## src/rtl/strop_pkg.sv

```systemverilog
package strop_pkg;
  typedef enum logic [2:0] {
    OP_MOVE  = 3'd0,
    OP_CMP   = 3'd1,
    OP_SCAN  = 3'd2,
    OP_LOAD  = 3'd3,
    OP_STORE = 3'd4
  } strop_op_e;

  typedef enum logic [1:0] {
    RP_NONE     = 2'd0,
    RP_ALL      = 2'd1,
    RP_WHILE_EQ = 2'd2,
    RP_WHILE_NE = 2'd3
  } strop_rep_e;

  typedef enum logic [1:0] {
    ST_IDLE = 2'd0,
    ST_SRC  = 2'd1,
    ST_DST  = 2'd2
  } strop_state_e;

  function automatic strop_state_e entry_phase(strop_op_e o);
    return (o == OP_SCAN || o == OP_STORE) ? ST_DST : ST_SRC;
  endfunction
endpackage

```

## src/rtl/strop_agen.sv

```systemverilog
module strop_agen #(
  parameter int OFF_W     = 16,
  parameter int SEG_SHIFT = 4,
  parameter int PA_W      = 20
) (
  input  logic [OFF_W-1:0] seg,
  input  logic [OFF_W-1:0] off,
  input  logic             down,
  input  logic             word,
  output logic [PA_W-1:0]  phys,
  output logic [OFF_W-1:0] off_next
);
  logic [PA_W-1:0]  base;
  logic [OFF_W-1:0] step;

  always_comb begin
    base     = PA_W'(seg) << SEG_SHIFT;
    phys     = base + PA_W'(off);
    step     = word ? OFF_W'(2) : OFF_W'(1);
    off_next = down ? (off - step) : (off + step);
  end
endmodule

```

## src/rtl/strop_cmp.sv

```systemverilog
module strop_cmp #(
  parameter int BYTE_W = 8,
  localparam int DATA_W = 2 * BYTE_W
) (
  input  logic [DATA_W-1:0] lhs,
  input  logic [DATA_W-1:0] rhs,
  input  logic              word,
  output logic              cf,
  output logic              zf,
  output logic              sf
);
  logic [DATA_W-1:0] lhs_m, rhs_m;

  always_comb begin
    lhs_m = word ? lhs : DATA_W'(lhs[BYTE_W-1:0]);
    rhs_m = word ? rhs : DATA_W'(rhs[BYTE_W-1:0]);
    cf    = lhs_m < rhs_m;
    zf    = lhs_m == rhs_m;
    sf    = lhs_m < rhs_m;
  end
endmodule

```

## src/rtl/strop_seq.sv

```systemverilog
module strop_seq
  import strop_pkg::*;
#(
  parameter int OFF_W     = 16,
  parameter int SEG_SHIFT = 4,
  parameter int PA_W      = 20,
  parameter int BYTE_W    = 8,
  localparam int DATA_W   = 2 * BYTE_W
) (
  input  logic              clk,
  input  logic              rst,
  input  logic              start,
  input  logic [2:0]        op,
  input  logic              is_word,
  input  logic [1:0]        rep_mode,
  input  logic              dir_down,
  input  logic [OFF_W-1:0]  src_seg,
  input  logic [OFF_W-1:0]  src_off_in,
  input  logic [OFF_W-1:0]  dst_seg,
  input  logic [OFF_W-1:0]  dst_off_in,
  input  logic [OFF_W-1:0]  count_in,
  input  logic [DATA_W-1:0] acc_in,
  output logic              mem_req,
  output logic              mem_we,
  output logic              mem_word,
  output logic [PA_W-1:0]   mem_addr,
  output logic [DATA_W-1:0] mem_wdata,
  input  logic [DATA_W-1:0] mem_rdata,
  input  logic              mem_ready,
  output logic              busy,
  output logic              done,
  output logic [OFF_W-1:0]  src_off,
  output logic [OFF_W-1:0]  dst_off,
  output logic [OFF_W-1:0]  count,
  output logic [DATA_W-1:0] acc,
  output logic              flag_cf,
  output logic              flag_zf,
  output logic              flag_sf
);
  strop_state_e state_q;
  strop_op_e    op_q;
  strop_rep_e   rep_q;
  logic         word_q, down_q, done_q;
  logic [OFF_W-1:0]  sseg_q, dseg_q, si_q, di_q, cx_q;
  logic [DATA_W-1:0] acc_q, hold_q;
  logic         cf_q, zf_q, sf_q;

  logic [PA_W-1:0]  src_pa, dst_pa;
  logic [OFF_W-1:0] si_nx, di_nx, cx_dec;
  logic [DATA_W-1:0] cmp_lhs;
  logic c_cf, c_zf, c_sf;
  logic xfer, last_ph, uses_src, uses_dst, is_cmp, zf_stop, again, op_ok;

  // offset stepping and physical address for both streams
  strop_agen #(.OFF_W(OFF_W), .SEG_SHIFT(SEG_SHIFT), .PA_W(PA_W)) u_src_agen (
    .seg(sseg_q), .off(si_q), .down(down_q), .word(word_q),
    .phys(src_pa), .off_next(si_nx)
  );
  strop_agen #(.OFF_W(OFF_W), .SEG_SHIFT(SEG_SHIFT), .PA_W(PA_W)) u_dst_agen (
    .seg(dseg_q), .off(di_q), .down(down_q), .word(word_q),
    .phys(dst_pa), .off_next(di_nx)
  );

  strop_cmp #(.BYTE_W(BYTE_W)) u_cmp (
    .lhs(cmp_lhs), .rhs(mem_rdata), .word(word_q),
    .cf(c_cf), .zf(c_zf), .sf(c_sf)
  );

  always_comb begin
    op_ok    = op <= 3'd4;
    uses_src = (op_q == OP_MOVE) || (op_q == OP_CMP) || (op_q == OP_LOAD);
    uses_dst = (op_q != OP_LOAD);
    is_cmp   = (op_q == OP_CMP) || (op_q == OP_SCAN);
    cmp_lhs  = (op_q == OP_CMP) ? hold_q : acc_q;
    xfer     = (state_q != ST_IDLE) && mem_ready;
    last_ph  = (state_q == ST_DST) || (op_q == OP_LOAD);
    cx_dec   = (rep_q != RP_NONE) ? (cx_q - OFF_W'(1)) : cx_q;
    zf_stop  = is_cmp && (((rep_q == RP_WHILE_EQ) && !c_zf) ||
                          ((rep_q == RP_WHILE_NE) && c_zf));
    again    = (rep_q != RP_NONE) && (cx_dec != '0) && !zf_stop;
  end

  always_ff @(posedge clk) begin
    if (rst) begin
      state_q <= ST_IDLE;
      op_q    <= OP_MOVE;
      rep_q   <= RP_NONE;
      word_q  <= 1'b0;
      down_q  <= 1'b0;
      done_q  <= 1'b0;
      sseg_q  <= '0;
      dseg_q  <= '0;
      si_q    <= '0;
      di_q    <= '0;
      cx_q    <= '0;
      acc_q   <= '0;
      hold_q  <= '0;
      cf_q    <= 1'b0;
      zf_q    <= 1'b0;
      sf_q    <= 1'b0;
    end else begin
      done_q <= 1'b0;
      if (state_q == ST_IDLE) begin
        if (start && op_ok) begin
          op_q   <= strop_op_e'(op);
          rep_q  <= strop_rep_e'(rep_mode);
          word_q <= is_word;
          down_q <= dir_down;
          sseg_q <= src_seg;
          dseg_q <= dst_seg;
          si_q   <= src_off_in;
          di_q   <= dst_off_in;
          cx_q   <= count_in;
          acc_q  <= acc_in;
          if ((rep_mode != 2'd0) && (count_in == '0)) done_q <= 1'b1;
          else state_q <= entry_phase(strop_op_e'(op));
        end
      end else if (xfer) begin
        if (!last_ph) begin
          hold_q  <= mem_rdata;
          state_q <= ST_DST;
        end else begin
          if (uses_src) si_q <= si_nx;
          if (uses_dst) di_q <= di_nx;
          cx_q <= cx_dec;
          if (op_q == OP_LOAD)
            acc_q <= word_q ? mem_rdata : {acc_q[DATA_W-1:BYTE_W], mem_rdata[BYTE_W-1:0]};
          if (is_cmp) begin
            cf_q <= c_cf;
            zf_q <= c_zf;
            sf_q <= c_sf;
          end
          if (again) state_q <= entry_phase(op_q);
          else begin
            state_q <= ST_IDLE;
            done_q  <= 1'b1;
          end
        end
      end
    end
  end

  // request decode from registered state
  always_comb begin
    mem_req   = (state_q != ST_IDLE);
    mem_we    = (state_q == ST_DST) && ((op_q == OP_MOVE) || (op_q == OP_STORE));
    mem_word  = word_q;
    mem_addr  = (state_q == ST_SRC) ? src_pa : dst_pa;
    mem_wdata = (op_q == OP_MOVE) ? hold_q : acc_q;
    busy      = (state_q != ST_IDLE);
    done      = done_q;
    src_off   = si_q;
    dst_off   = di_q;
    count     = cx_q;
    acc       = acc_q;
    flag_cf   = cf_q;
    flag_zf   = zf_q;
    flag_sf   = sf_q;
  end
endmodule

```

## config.mk

```make
export PLATFORM = sky130hd
export DESIGN_NAME = strop_seq
export DESIGN_NICKNAME = d
export VERILOG_FILES = /design/src/rtl/strop_pkg.sv /design/src/rtl/strop_agen.sv /design/src/rtl/strop_cmp.sv /design/src/rtl/strop_seq.sv
export SDC_FILE = /design/constraint.sdc
export NUM_CORES = 1
export LEC_CHECK = 0
export CAP_MARGIN = 20
export CELL_PAD_IN_SITES_DETAIL_PLACEMENT = 1
export CELL_PAD_IN_SITES_GLOBAL_PLACEMENT = 2
export CORE_UTILIZATION = 30
export DETAILED_ROUTE_END_ITERATION = 12
export GPL_TIMING_DRIVEN = 0
export PLACE_DENSITY_LB_ADDON = 0.1
export SETUP_SLACK_MARGIN = 0.02
export SYNTH_ARGS = -nofsm -noshare
export SYNTH_HDL_FRONTEND = slang
export SYNTH_SLANG_ARGS = --single-unit
```

## constraint.sdc

```tcl
create_clock -name clk -period 5.1 [get_ports clk]
set_input_delay 1.02 -clock clk [delete_from_list [all_inputs] [get_ports clk]]
set_output_delay 1.02 -clock clk [all_outputs]
set_load 0.005 [all_outputs]
```

-- Word-level counts from Yosys, hierarchy flattened
Cells that the tools add are included.
- output and inout bits: 108
- logic and storage cells: 125
- register bits: 124
- bits of input ports: 123
- add/subtract/negate cells: 7
- equality and inequality tests: 14
- multiplexer cells: 43
- bitwise gates (word level): 2
- magnitude comparators: 2
- reduce and logical (&&, ||, !) cells: 41
- operators by type and width (cell ; number):
    $mux W16 ; 27
    $add A20 B16 Y20 ; 2
    $add A16 B16 Y16 ; 2
    $sub A16 B16 Y16 ; 2
    $mux W20 ; 1
    $mux W2 ; 9
    $reduce_bool A2 Y1 ; 9
    $eq A16 B16 Y1 ; 1
    $logic_not A16 Y1 ; 1
    $lt A16 B16 Y1 ; 1
    $reduce_and A4 Y1 ; 4
    $reduce_bool A16 Y1 ; 1
    $sub A16 B1 Y16 const B ; 1
    $eq A3 B2 Y1 const B ; 3
    $logic_and A1 B1 Y1 ; 9
    $reduce_and A3 Y1 ; 3
    $logic_or A1 B1 Y1 ; 8
    $eq A2 B2 Y1 const B ; 3
    $eq A3 B3 Y1 const B ; 2
    $mux W1 ; 6
    $reduce_and A5 Y1 ; 1
    $eq A3 B1 Y1 const B ; 1
    $le A3 B3 Y1 const B ; 1
    $logic_not A3 Y1 ; 1
    8 further kinds ; 10

-- Depth between registers and ports, before layout
Gate-level depths: netlist (run 1).
- depth in word-level cells: 14
- gate-level depth with buffers: 16
- gate-level depth less buffers: 13

-- Hierarchy
Synthesis (run 1) repeated with hierarchy kept, for this count alone.
- cells, all modules: 1235
- area, all modules: 9430.3 sq um
- by module, submodules not included (module ; area an instance (sq um) ; instances ; cells an instance ; sequential area each (sq um)):
    strop_seq ; 6219.7 ; 1 ; 798 ; 2502.4
    strop_agen (u_src_agen) ; 1401.3 ; 1 ; 191 ; 0.0
    strop_agen (u_dst_agen) ; 1348.8 ; 1 ; 180 ; 0.0
    strop_cmp ; 460.4 ; 1 ; 66 ; 0.0

-- Least setup slack after synthesis (run 1)
OpenSTA, ideal clock, no wires.
- path kind: register to register
- start point: reg down_q
- end point: reg di_q[15], in the netlist dst_off[15]
- library setup time: 0.132 ns
- clock period less this slack: 3.416 ns
- arrival: 3.284 ns
- path buffers: 1
- required time: 4.968 ns
- slack: 1.684 ns
- stages on the path, launching flop included: 12
- cell sequence: dfxtp_1 clkbuf_1 nor2b_1 ha_1 nor2b_1 o31a_1 o41ai_2 a211oi_1 nor3_1 xor2_1 a2111oi_0 nor3_1
- longest elaborated chain between the ends: 5
- ends and longest elaborated chain (what ; line ; RTL):
    start, declared ; strop_seq.sv:43 ; logic word_q, down_q, done_q;
    start signal, assigned ; strop_seq.sv:108 ; down_q <= dir_down;
    $mux W16 ; strop_agen.sv:20 ; off_next = down ? (off - step) : (off + step);
    $mux W16 ; strop_seq.sv:124 ; if (uses_dst) di_q <= di_nx;
    $mux W16 ; strop_seq.sv:119 ; if (!last_ph) begin
    $mux W16 ; strop_seq.sv:118 ; end else if (xfer) begin
    $mux W16 ; strop_seq.sv:103 ; if (state_q == ST_IDLE) begin
    end signal, assigned ; strop_seq.sv:112 ; di_q <= dst_off_in;
    end signal, assigned ; strop_seq.sv:124 ;
    end, declared ; strop_seq.sv:44 ; logic [OFF_W-1:0] sseg_q, dseg_q, si_q, di_q, cx_q;
Every way passes these cells. The select of a mux whose other input is x is not followed.
A chain may end at the register's enable or synchronous reset.

-- Final worst setup path (run 1)
- start point: reg si_q[4], in the netlist src_off[4]
- end point: out mem_addr[16]
- longest elaborated chain between the ends: 2
- ends and longest elaborated chain (what ; line ; RTL):
    start, declared ; strop_seq.sv:44 ;
    start signal, assigned ; strop_seq.sv:111 ; si_q <= src_off_in;
    start signal, assigned ; strop_seq.sv:123 ; if (uses_src) si_q <= si_nx;
    $add A20 B16 Y20 ; strop_agen.sv:18 ; phys = base + PA_W'(off);
    $mux W20 ; strop_seq.sv:148 ; mem_addr = (state_q == ST_SRC) ? src_pa : dst_pa;
    end, declared ; strop_seq.sv:26 ; output logic [PA_W-1:0] mem_addr,
Every way passes these cells.

==> flow_metrics.env, run 1 <==
export IMPL_fmax_mhz=214
export IMPL_totalWireLength_mm=38.8
export IMPL_yosysTopAreaCell="dfxtp_1"
export IMPL_core_rowCount=63
export IMPL_vdd_drop_max_mv=0.282
export IMPL_synthTopCellsByArea="dfxtp_1 28%, nand2_1 11%, ha_1 9.9%"
export IMPL_slew_headroom_pct=36.1
export IMPL_reg2reg_from="op_q[0]$_SDFFE_PP0P_"
export IMPL_fin_crit_sh_pct=91.8
export IMPL_io_pins=231
export IMPL_avgSynthCellArea_sq_um=7.27
export IMPL_fillers=3687
export IMPL_report_final_slew_viol_count=0
export IMPL_multi_input_area_sq_um=6090
export IMPL_core_sq_um=29600
export IMPL_cts_buffer_depth=2
export IMPL_setup_worst_path_start="src_off[4]$_SDFFE_PP0P_"
export IMPL_top_usage_layer="met2"
export IMPL_grt_util_met2_pct=44.8
export IMPL_clock_root_buffer="clkbuf_16"
export IMPL_critPathCaptureType="output port"
export IMPL_synth_cells=1239
export IMPL_grt_pass1_wl_mm=59.8
export IMPL_holdBufCountCts=0
export IMPL_start_util_pct=30.5
export IMPL_clock_skew_ps=16.2
export IMPL_setup_violations=0
export IMPL_yosys_area_top_type_share_pct=27.6
export IMPL_vias=10000
export IMPL_drt_pass1_iterations=7
export IMPL_grt_pass1_vias=10200
export IMPL_maxCapViolCount=0
export IMPL_cts_sinks=124
export IMPL_ys_warn_count=0
export IMPL_hp_class="reg -> reg"
export IMPL_worst_slew_pin_slew_ps=958
export IMPL_io_buffers=230
export IMPL_die_x_um=175
export IMPL_worst_setup_path_start_kind="register"
export IMPL_die_height_um=175
export IMPL_syn_num_nets=1437
export IMPL_tritoncts="built"
export IMPL_status="complete, no violations"
export IMPL_antenna_found_initial=1
export IMPL_rsz0062_at_grt="false"
export IMPL_vias_per_cell=5.29
export IMPL_hold_start="dseg_q[7]$_SDFFE_PP0P_"
export IMPL_setup_ws_ps=419
export IMPL_synth_distinct_cells=70
export IMPL_gr_total_overflow=0
export IMPL_synth_area_sq_um=9000
export IMPL_cts_repair_resized=0
export IMPL_layout_commonest_cell="nand2_1"
export IMPL_syn2layout_area_growth_pct=37.6
export IMPL_worstPathArrival_ps=3660
export IMPL_critPathRequiredTime_ps=4080
export IMPL_endpoint="mem_addr[16]"
export IMPL_drt_iter0_drc=413
export IMPL_fin_tns_setup_ps=0
export IMPL_hold_depth=2
export IMPL_drive_gt1_share_pct=5.12
export IMPL_hold_viol=0
export IMPL_worstSetupPathType="reg -> out"
export IMPL_cts_made_buffers=17
export IMPL_seq_area_frac_synth_pct=27.6
export IMPL_htree_levels=4
export IMPL_r2r_end="state_q[0]$_SDFFE_PP0P_"
export IMPL_ys_flop_type="dfxtp_1"
export IMPL_use_met3_pct=3.81
export IMPL_num_nets_final=1688
export IMPL_wl_per_cell_um=20.5
export IMPL_path_max_fanout=4
export IMPL_most_common_layout_cells="268 x nand2_1, 230 x clkdlybuf4s50_1, 147 x a21oi_1"
export IMPL_clock_latency_ps=440
export IMPL_dp_hpwl_mm=30.0
export IMPL_grt_max_degree=19
export IMPL_routabilityCongestion=0.858
export IMPL_power_leakage_nw=4.88
export IMPL_drc=0
export IMPL_power_density_nw_per_um2=517
export IMPL_synth_edf_count=0
export IMPL_reg2reg_depth=15
export IMPL_grtUsageMet1_pct=31.9
export IMPL_grt_total_usage_pct=25.5
export IMPL_die_area_sq_um=30700
export IMPL_clk_pin_slew_ps=60
export IMPL_ys_seq_elements=124
export IMPL_regArea_sq_um=2480
export IMPL_fin_crit_ps=4680
export IMPL_ant_nets=0
export IMPL_reg2reg_slack_ps=900
export IMPL_place_ws_ps=845
export IMPL_synthArstFlopShare_pct=0
export IMPL_postCtsSetupRepairBufs=0
## layout make-up
| type | instances | area share (%) |
|---|---|---|
| Sequential cell | 124 | 20.0 |
| Inverter | 36 | 1.09 |
| Clock buffer | 18 | 3.54 |
| Tap cell | 390 | 3.94 |
| Antenna cell | 1 | 0.0202 |
| Timing Repair Buffer | 232 | 18.9 |
| Multi-Input combinational cell | 1005 | 49.1 |
| Buffer | 74 | 2.43 |
| Clock inverter | 14 | 0.979 |
## cell usage after synthesis (all sizes together), types with 4 or more instances
cell type  instances
o22ai              5
nor4               9
clkbuf            60
nor3              34
o21a              11
a21oi            147
ha                71
mux2              21
nand2b             9
xor2              19
a2111oi            4
o21bai             8
o31ai              6
dfxtp            124
o211ai             6
xnor2             33
or3               11
o21ai             67
nand2            268
nand4             14
inv               35
and3               8
nor2b              9
nand3             16
nor2              99
buf               14
a31oi             18
a311oi            21
o32ai              4
fa                 4
a21o              21
a211oi            16
mux2i              6
## worst max-delay path, stage by stage (launching register included)
cell and delay (ps):
dfxtp_1 470, ha_1 220, inv_1 60, fa_1 410
nor2b_1 140, o21ai_0 120, a21boi_0 440, o211ai_1 220
nand3_1 140, nand2_1 80, xnor2_1 140, o21ai_0 230
clkdlybuf4s50_1 550
## sequential cells by signal (all words and copies together), names as in the netlist
register  flops
flag_sf       1
op_q          3
src_off      16
done          1
flag_zf       1
acc          16
state_q       2
mem_word      1
dseg_q       16
count        16
sseg_q       16
down_q        1
hold_q       16
dst_off      16
rep_q         2
## per-layer routing
layer	routed length (um)	vias to the layer above
met2	19100	208
met5	0	-
met3	1450	43
met1	17400	4877
li1	-	4896
met4	784	0
## worst min path at each step
stage                                        end  slack [ps]
final                     dseg_q[7]$_SDFFE_PP0P_         460
after global routing      sseg_q[0]$_SDFFE_PP0P_         480
after CTS                 dseg_q[7]$_SDFFE_PP0P_         460
after detailed placement  dseg_q[7]$_SDFFE_PP0P_         450
after global placement    dseg_q[4]$_SDFFE_PP0P_         450
after floorplan           dseg_q[0]$_SDFFE_PP0P_         440
## through the flow
step           instances  utilization, %  instance area [sq um]  total power [mW]  hold WS [ps]
2_1_floorplan       1239               -                   9000              3.48           440
3_3_place_gp        1859            39.9                  11800              5.15           447
3_5_place_dp        1861            40.0                  11800              5.21           453
4_1_cts             1893            41.9                  12400              6.45           463
5_1_grt             1893            41.9                  12400              6.86           480
6_report            1894            41.9                  12400              6.40           461
## cells by family after synthesis
logic type | synth area share, %
flip-flops | 27.6
AO/OA/AOI/OAI | 24.4
adder cells (fa/ha/maj) | 10.8
AND/OR/NAND/NOR | 24.1
buffers and inverters | 4.85
multiplexers | 3.29
XOR/XNOR | 5.06
## where the power goes
part           switching (mW)  leakage, nW  internal (mW)
Sequential              0.332         1.01           1.22
Clock                   0.526        0.272          0.683
Combinational            2.10         3.59           1.55
(Power assumes the default switching activity.)
==> inputs of run 2 (changes only) <==
--- a/config.mk
+++ b/config.mk
@@ -9,9 +9,10 @@
 export CELL_PAD_IN_SITES_DETAIL_PLACEMENT = 1
 export CELL_PAD_IN_SITES_GLOBAL_PLACEMENT = 2
 export CORE_UTILIZATION = 30
+export CTS_CLUSTER_DIAMETER = 80
 export DETAILED_ROUTE_END_ITERATION = 12
 export GPL_TIMING_DRIVEN = 0
-export PLACE_DENSITY_LB_ADDON = 0.1
+export PLACE_DENSITY = 0.85
 export SETUP_SLACK_MARGIN = 0.02
 export SYNTH_ARGS = -nofsm -noshare
 export SYNTH_HDL_FRONTEND = slang
==> constraint.sdc (replaced) <==
create_clock -name clk -period 6 [get_ports clk]
set_input_delay 1.2 -clock clk [delete_from_list [all_inputs] [get_ports clk]]
set_output_delay 1.2 -clock clk [all_outputs]
set_load 0.005 [all_outputs]
==> run 2 against run 1 <==
  * Die area is the same
  * Flip-flop and latch count did not move
  * Total power down 14%
  * Clock skew fell by 6.1 ps
  * Critical path type unchanged
  * Sequential share of layout area is 0.069 points lower
==> flow_metrics.env, run 2 (synthesis gave the netlist of run 1 again) <==
export IMPL_report_final_slew_viol_count=0
export IMPL_drive_gt1_share_pct=4.99
export IMPL_gr_total_overflow=0
export IMPL_status="complete, no violations"
export IMPL_path_max_fanout=4
export IMPL_crit_chain="ha_1 -> inv_1 -> fa_1 -> nor2b_1 -> o21ai_0 -> a21boi_0 -> o211ai_1 -> nand3_1 -> nand4_1 -> xor2_1 -> mux2i_1 -> clkdlybuf4s50_1"
export IMPL_slowest_stage="clkdlybuf4s50_1"
export IMPL_holdBufCountCts=0
export IMPL_fin_crit_ps=4800
export IMPL_cts_sinks=124
export IMPL_vias=10100
export IMPL_hp_class="reg -> reg"
export IMPL_setup_violations=0
export IMPL_worstSetupPathType="reg -> out"
export IMPL_grt_pass1_vias=10200
export IMPL_maxCapViolCount=0
export IMPL_wl_per_cell_um=20.1
export IMPL_clock_skew_ps=10.1
export IMPL_grt_total_usage_pct=24.8
export IMPL_rsz0062_at_grt="false"
export IMPL_die_x_um=175
export IMPL_start_util_pct=30.5
export IMPL_io_buffers=230
export IMPL_place_ws_ps=1660
export IMPL_cts_made_buffers=17
export IMPL_core_sq_um=29600
export IMPL_io_pins=231
export IMPL_clock_root_buffer="clkbuf_16"
export IMPL_worst_setup_path_start_kind="register"
export IMPL_fmax_mhz=208
export IMPL_drt_pass1_iterations=5
export IMPL_die_area_sq_um=30700
export IMPL_grt_pass1_wl_mm=58.4
export IMPL_num_nets_final=1688
export IMPL_setup_ws_ps=1200
export IMPL_htree_levels=4
export IMPL_worst_slew_pin_slew_ps=905
export IMPL_critPathRequiredTime_ps=4800
export IMPL_reg2reg_depth=15
export IMPL_dp_hpwl_mm=29.7
export IMPL_syn2layout_area_growth_pct=38.1
export IMPL_clock_latency_ps=430
export IMPL_drt_iter0_drc=546
export IMPL_totalWireLength_mm=38.0
export IMPL_antenna_found_initial=3
export IMPL_drc=0
export IMPL_grt_max_degree=23
export IMPL_critPathBufInv=2
export IMPL_crit_cells=12
export IMPL_ant_nets=0
export IMPL_layout_commonest_cell="nand2_1"
export IMPL_worstPathArrival_ps=3600
export IMPL_tritoncts="built"
export IMPL_r2r_end="state_q[0]$_SDFFE_PP0P_"
export IMPL_cts_repair_resized=0
export IMPL_fin_util_pct=42.1
export IMPL_vias_per_cell=5.31
export IMPL_power_leakage_nw=4.90
export IMPL_vdd_drop_max_mv=0.242
export IMPL_cpLargestDelayFamily="compound AO/OA/AOI/OAI gates"
export IMPL_clk_pin_slew_ps=60
export IMPL_reg2reg_slack_ps=1980
export IMPL_slowest_delay_ps=520
export IMPL_most_common_layout_cells="268 x nand2_1, 230 x clkdlybuf4s50_1, 147 x a21oi_1"
export IMPL_hold_viol=0
export IMPL_routabilityCongestion=0.884
export IMPL_die_height_um=175
export IMPL_slew_headroom_pct=39.7
export IMPL_critPathCaptureType="output port"
export IMPL_power_density_nw_per_um2=441
export IMPL_postCtsSetupRepairBufs=0
export IMPL_cts_buffer_depth=2
export IMPL_endpoint="mem_addr[18]"
export IMPL_reg2reg_from="op_q[0]$_SDFFE_PP0P_"
export IMPL_setup_worst_path_start="src_off[4]$_SDFFE_PP0P_"
export IMPL_core_rowCount=63
export IMPL_fin_crit_sh_pct=80.0
export IMPL_fin_tns_setup_ps=0
[run 2: report_power, final]
| group | internal, mW | switching (mW) | leakage, nW |
|---|---|---|---|
| registers | 1.04 | 0.286 | 1.01 |
| clock network | 0.672 | 0.422 | 0.296 |
| logic | 1.31 | 1.75 | 3.59 |
| total | 3.02 | 2.46 | 4.90 |
[run 2: tightest hold or removal path: stages (launching register included)]
cell and delay (ps):
dfxtp_1 310, nand2_1 50, a21oi_1 50
[run 2: final cells by class]
type | count | area, sq um
antenna | 3 | 7.51
buffer | 74 | 302
clock buffer | 20 | 457
clock inverter | 11 | 144
fill | 3677 | 17100
inverter | 36 | 135
multi-input combinational | 1005 | 6090
sequential | 124 | 2480
tap | 390 | 488
timing repair buffer | 232 | 2330
[run 2: per-stage QoR]
step | power (mW) | area [sq um] | std cells | hold WS [ps]
6_report | 5.48 | 12400 | 1895 | 462
5_1_grt | 5.85 | 12400 | 1895 | 483
4_1_cts | 5.48 | 12400 | 1891 | 464
3_5_place_dp | 4.36 | 11800 | 1860 | 455
3_3_place_gp | 4.30 | 11800 | 1859 | 447
2_1_floorplan | 2.96 | 9000 | 1239 | 440
[run 2: metal layers]
| metal | GRT usage, % | up-vias | routed length (um) |
|---|---|---|---|
| li1 | - | 4898 | - |
| met1 | 33.4 | 4825 | 17900 |
| met2 | 40.5 | 292 | 17400 |
| met3 | 3.33 | 47 | 1860 |
| met4 | 8.22 | 0 | 855 |
| met5 | 0 | - | 0 |
[run 2: worst min-delay path by stage]
stage	from	endpoint	slack, ps	depth (start not counted)
final	dseg_q[4]$_SDFFE_PP0P_	dseg_q[4]$_SDFFE_PP0P_	460	2
after global placement	sseg_q[0]$_SDFFE_PP0P_	sseg_q[0]$_SDFFE_PP0P_	450	2
after detailed placement	dseg_q[4]$_SDFFE_PP0P_	dseg_q[4]$_SDFFE_PP0P_	450	2
after floorplan	dseg_q[0]$_SDFFE_PP0P_	dseg_q[0]$_SDFFE_PP0P_	440	2
after CTS	dseg_q[4]$_SDFFE_PP0P_	dseg_q[4]$_SDFFE_PP0P_	460	2
after global routing	dseg_q[11]$_SDFFE_PP0P_	dseg_q[11]$_SDFFE_PP0P_	480	2
==> inputs of run 3 (changes only) <==
--- a/config.mk
+++ b/config.mk
@@ -8,11 +8,11 @@
 export CAP_MARGIN = 20
 export CELL_PAD_IN_SITES_DETAIL_PLACEMENT = 1
 export CELL_PAD_IN_SITES_GLOBAL_PLACEMENT = 2
-export CORE_UTILIZATION = 30
+export CORE_UTILIZATION = 25
 export CTS_CLUSTER_DIAMETER = 80
 export DETAILED_ROUTE_END_ITERATION = 12
 export GPL_TIMING_DRIVEN = 0
-export PLACE_DENSITY = 0.85
+export PLACE_DENSITY = 0.75
 export SETUP_SLACK_MARGIN = 0.02
 export SYNTH_ARGS = -nofsm -noshare
 export SYNTH_HDL_FRONTEND = slang
==> constraint.sdc (replaced) <==
create_clock -name clk -period 4.4 [get_ports clk]
set_input_delay 0.88 -clock clk [delete_from_list [all_inputs] [get_ports clk]]
set_output_delay 0.88 -clock clk [all_outputs]
set_load 0.005 [all_outputs]
==> run 3 against run 2 <==
  * Sequential power increased by 38%
  * Utilization decreased by 6.7 points
  * Critical path type unchanged
  * Combinational power increased by 37%
  * Non-clock buffer count unchanged
  * Sequential share of layout area decreased by 0.15 points
  * Final cell count increased by 3.7%
  * Design area increased by 0.80%
  * Global-route usage decreased by 2.5 points
  * Die area increased by 20%
  * Worst setup slack got worse by 940 ps
==> flow_metrics.env, run 3 (synthesis gave the netlist of run 1 again) <==
export IMPL_core_sq_um=35500
export IMPL_antenna_found_initial=2
export IMPL_vias=10000
export IMPL_reg2reg_depth=12
export IMPL_fmax_mhz=242
export IMPL_hold_end="dseg_q[4]$_SDFFE_PP0P_"
export IMPL_vias_per_cell=5.10
export IMPL_fin_crit_sh_pct=94.1
export IMPL_clock_skew_ps=13.9
export IMPL_layout_commonest_cell="nand2_1"
export IMPL_critPathRequiredTime_ps=3520
export IMPL_grt_max_degree=20
export IMPL_grt_pass1_wl_mm=61.7
export IMPL_maxCapViolCount=0
export IMPL_clock_root_buffer="clkbuf_16"
export IMPL_power_leakage_nw=4.88
export IMPL_drt_iter0_drc=459
export IMPL_syn2layout_area_growth_pct=39.2
export IMPL_path_max_fanout=4
export IMPL_cts_buffer_depth=2
export IMPL_fillers=4353
export IMPL_fin_crit_ps=4140
export IMPL_grt_total_usage_pct=22.3
export IMPL_setup_worst_path_start="dst_off[6]$_SDFFE_PP0P_"
export IMPL_start_util_pct=25.4
export IMPL_hold_depth=2
export IMPL_grt_pass1_vias=10500
export IMPL_critPathCaptureType="output port"
export IMPL_worst_setup_path_start_kind="register"
export IMPL_report_final_slew_viol_count=0
export IMPL_setup_ws_ps=260
export IMPL_hp_class="reg -> reg"
export IMPL_dpl_cell_count=1931
export IMPL_drt_pass1_iterations=4
export IMPL_clk_pin_slew_ps=60
export IMPL_reg2reg_slack_ps=390
export IMPL_hold_start="dseg_q[4]$_SDFFE_PP0P_"
export IMPL_die_x_um=192
export IMPL_clock_latency_ps=440
export IMPL_worst_slew_pin_slew_ps=999
export IMPL_power_density_nw_per_um2=599
export IMPL_reg2reg_from="down_q$_SDFFE_PP0P_"
export IMPL_gr_total_overflow=0
export IMPL_vdd_drop_max_mv=0.319
export IMPL_cts_sinks=124
export IMPL_slew_headroom_pct=33.4
export IMPL_holdBufCountCts=0
export IMPL_place_ws_ps=210
export IMPL_core_rowCount=69
export IMPL_multi_input_area_sq_um=6110
export IMPL_htree_levels=4
export IMPL_r2r_end="dst_off[15]$_SDFFE_PP0P_"
export IMPL_worstSetupPathType="reg -> out"
export IMPL_drive_gt1_share_pct=5.52
export IMPL_cts_made_buffers=17
export IMPL_postCtsSetupRepairBufs=0
export IMPL_regArea_sq_um=2480
export IMPL_wl_per_cell_um=20.7
export IMPL_fin_tns_setup_ps=0
export IMPL_die_height_um=192
export IMPL_p_total_mw=7.51
export IMPL_die_area_sq_um=36800
export IMPL_io_pins=231
export IMPL_rsz0062_at_grt="false"
export IMPL_setup_violations=0
export IMPL_drc=0
export IMPL_most_common_layout_cells="268 x nand2_1, 230 x clkdlybuf4s50_1, 146 x a21oi_1"
export IMPL_status="complete, no violations"
export IMPL_num_nets_final=1688
export IMPL_worstPathArrival_ps=3260
export IMPL_io_buffers=230
export IMPL_routabilityCongestion=0.845
export IMPL_tritoncts="built"
export IMPL_dp_hpwl_mm=31.6
export IMPL_hold_viol=0
export IMPL_fin_cells=1966
export IMPL_totalWireLength_mm=40.6
export IMPL_ant_nets=0
-- run 3: layout make-up --
cell class | instances | area share [%]
inverter | 36 | 1.08
clock buffer | 19 | 3.53
sequential | 124 | 19.8
tap | 461 | 4.60
buffer | 74 | 2.42
antenna | 2 | 0.0399
timing repair buffer | 232 | 18.6
clock inverter | 13 | 1.15
multi-input combinational | 1005 | 48.7
-- run 3: where the power goes --
part | total [mW] | internal [mW] | switching [mW]
Clock | 1.47 | 0.851 | 0.623
Sequential | 1.82 | 1.42 | 0.406
Combinational | 4.21 | 1.79 | 2.42
-- run 3: repair_timing --
action	CTS	global route
endpoints found under the setup margin	5	9
endpoints found under the hold margin	0	0
resized for setup	1	8
pin swaps	0	2
-- run 3: worst max-delay path, cell delays in order (launching register included) --
cell and delay [ps]:
dfxtp_1 500, ha_1 320, nor2b_1 150, o21a_1 170
o21ai_0 300, a21oi_2 130, o41ai_2 330, nor2_1 110
xnor2_1 140, mux2i_1 130, clkdlybuf4s50_1 530
-- run 3: how the worst max path moves through the flow --
stage                               endpoint  slack (ps)  cells after the start
CTS                             mem_addr[18]          20                     12
floorplan           dst_off[15]$_SDFFE_PP0P_         980                     11
global placement    dst_off[15]$_SDFFE_PP0P_          10                     11
detailed placement   state_q[0]$_SDFFE_PP0P_         210                     15
finish                          mem_addr[18]         260                     10
global route                    mem_addr[14]          70                     11
-- run 3: per-stage QoR --
step	util (%)	hold slack [ps]	cell area (sq um)
floorplan	-	440	9000
CTS	35.2	463	12500
finish	35.3	461	12500
global placement	33.5	449	11900
global route	35.3	478	12500
detailed placement	33.6	455	11900
-- run 3: metal layers --
layer | wire (um) | GRT usage (%) | vias to the layer above
met4 | 857 | 6.93 | 0
met2 | 19000 | 37.5 | 221
li1 | - | - | 4893
met5 | 0 | 0 | -
met3 | 1620 | 3.18 | 43
met1 | 19100 | 29.2 | 4879
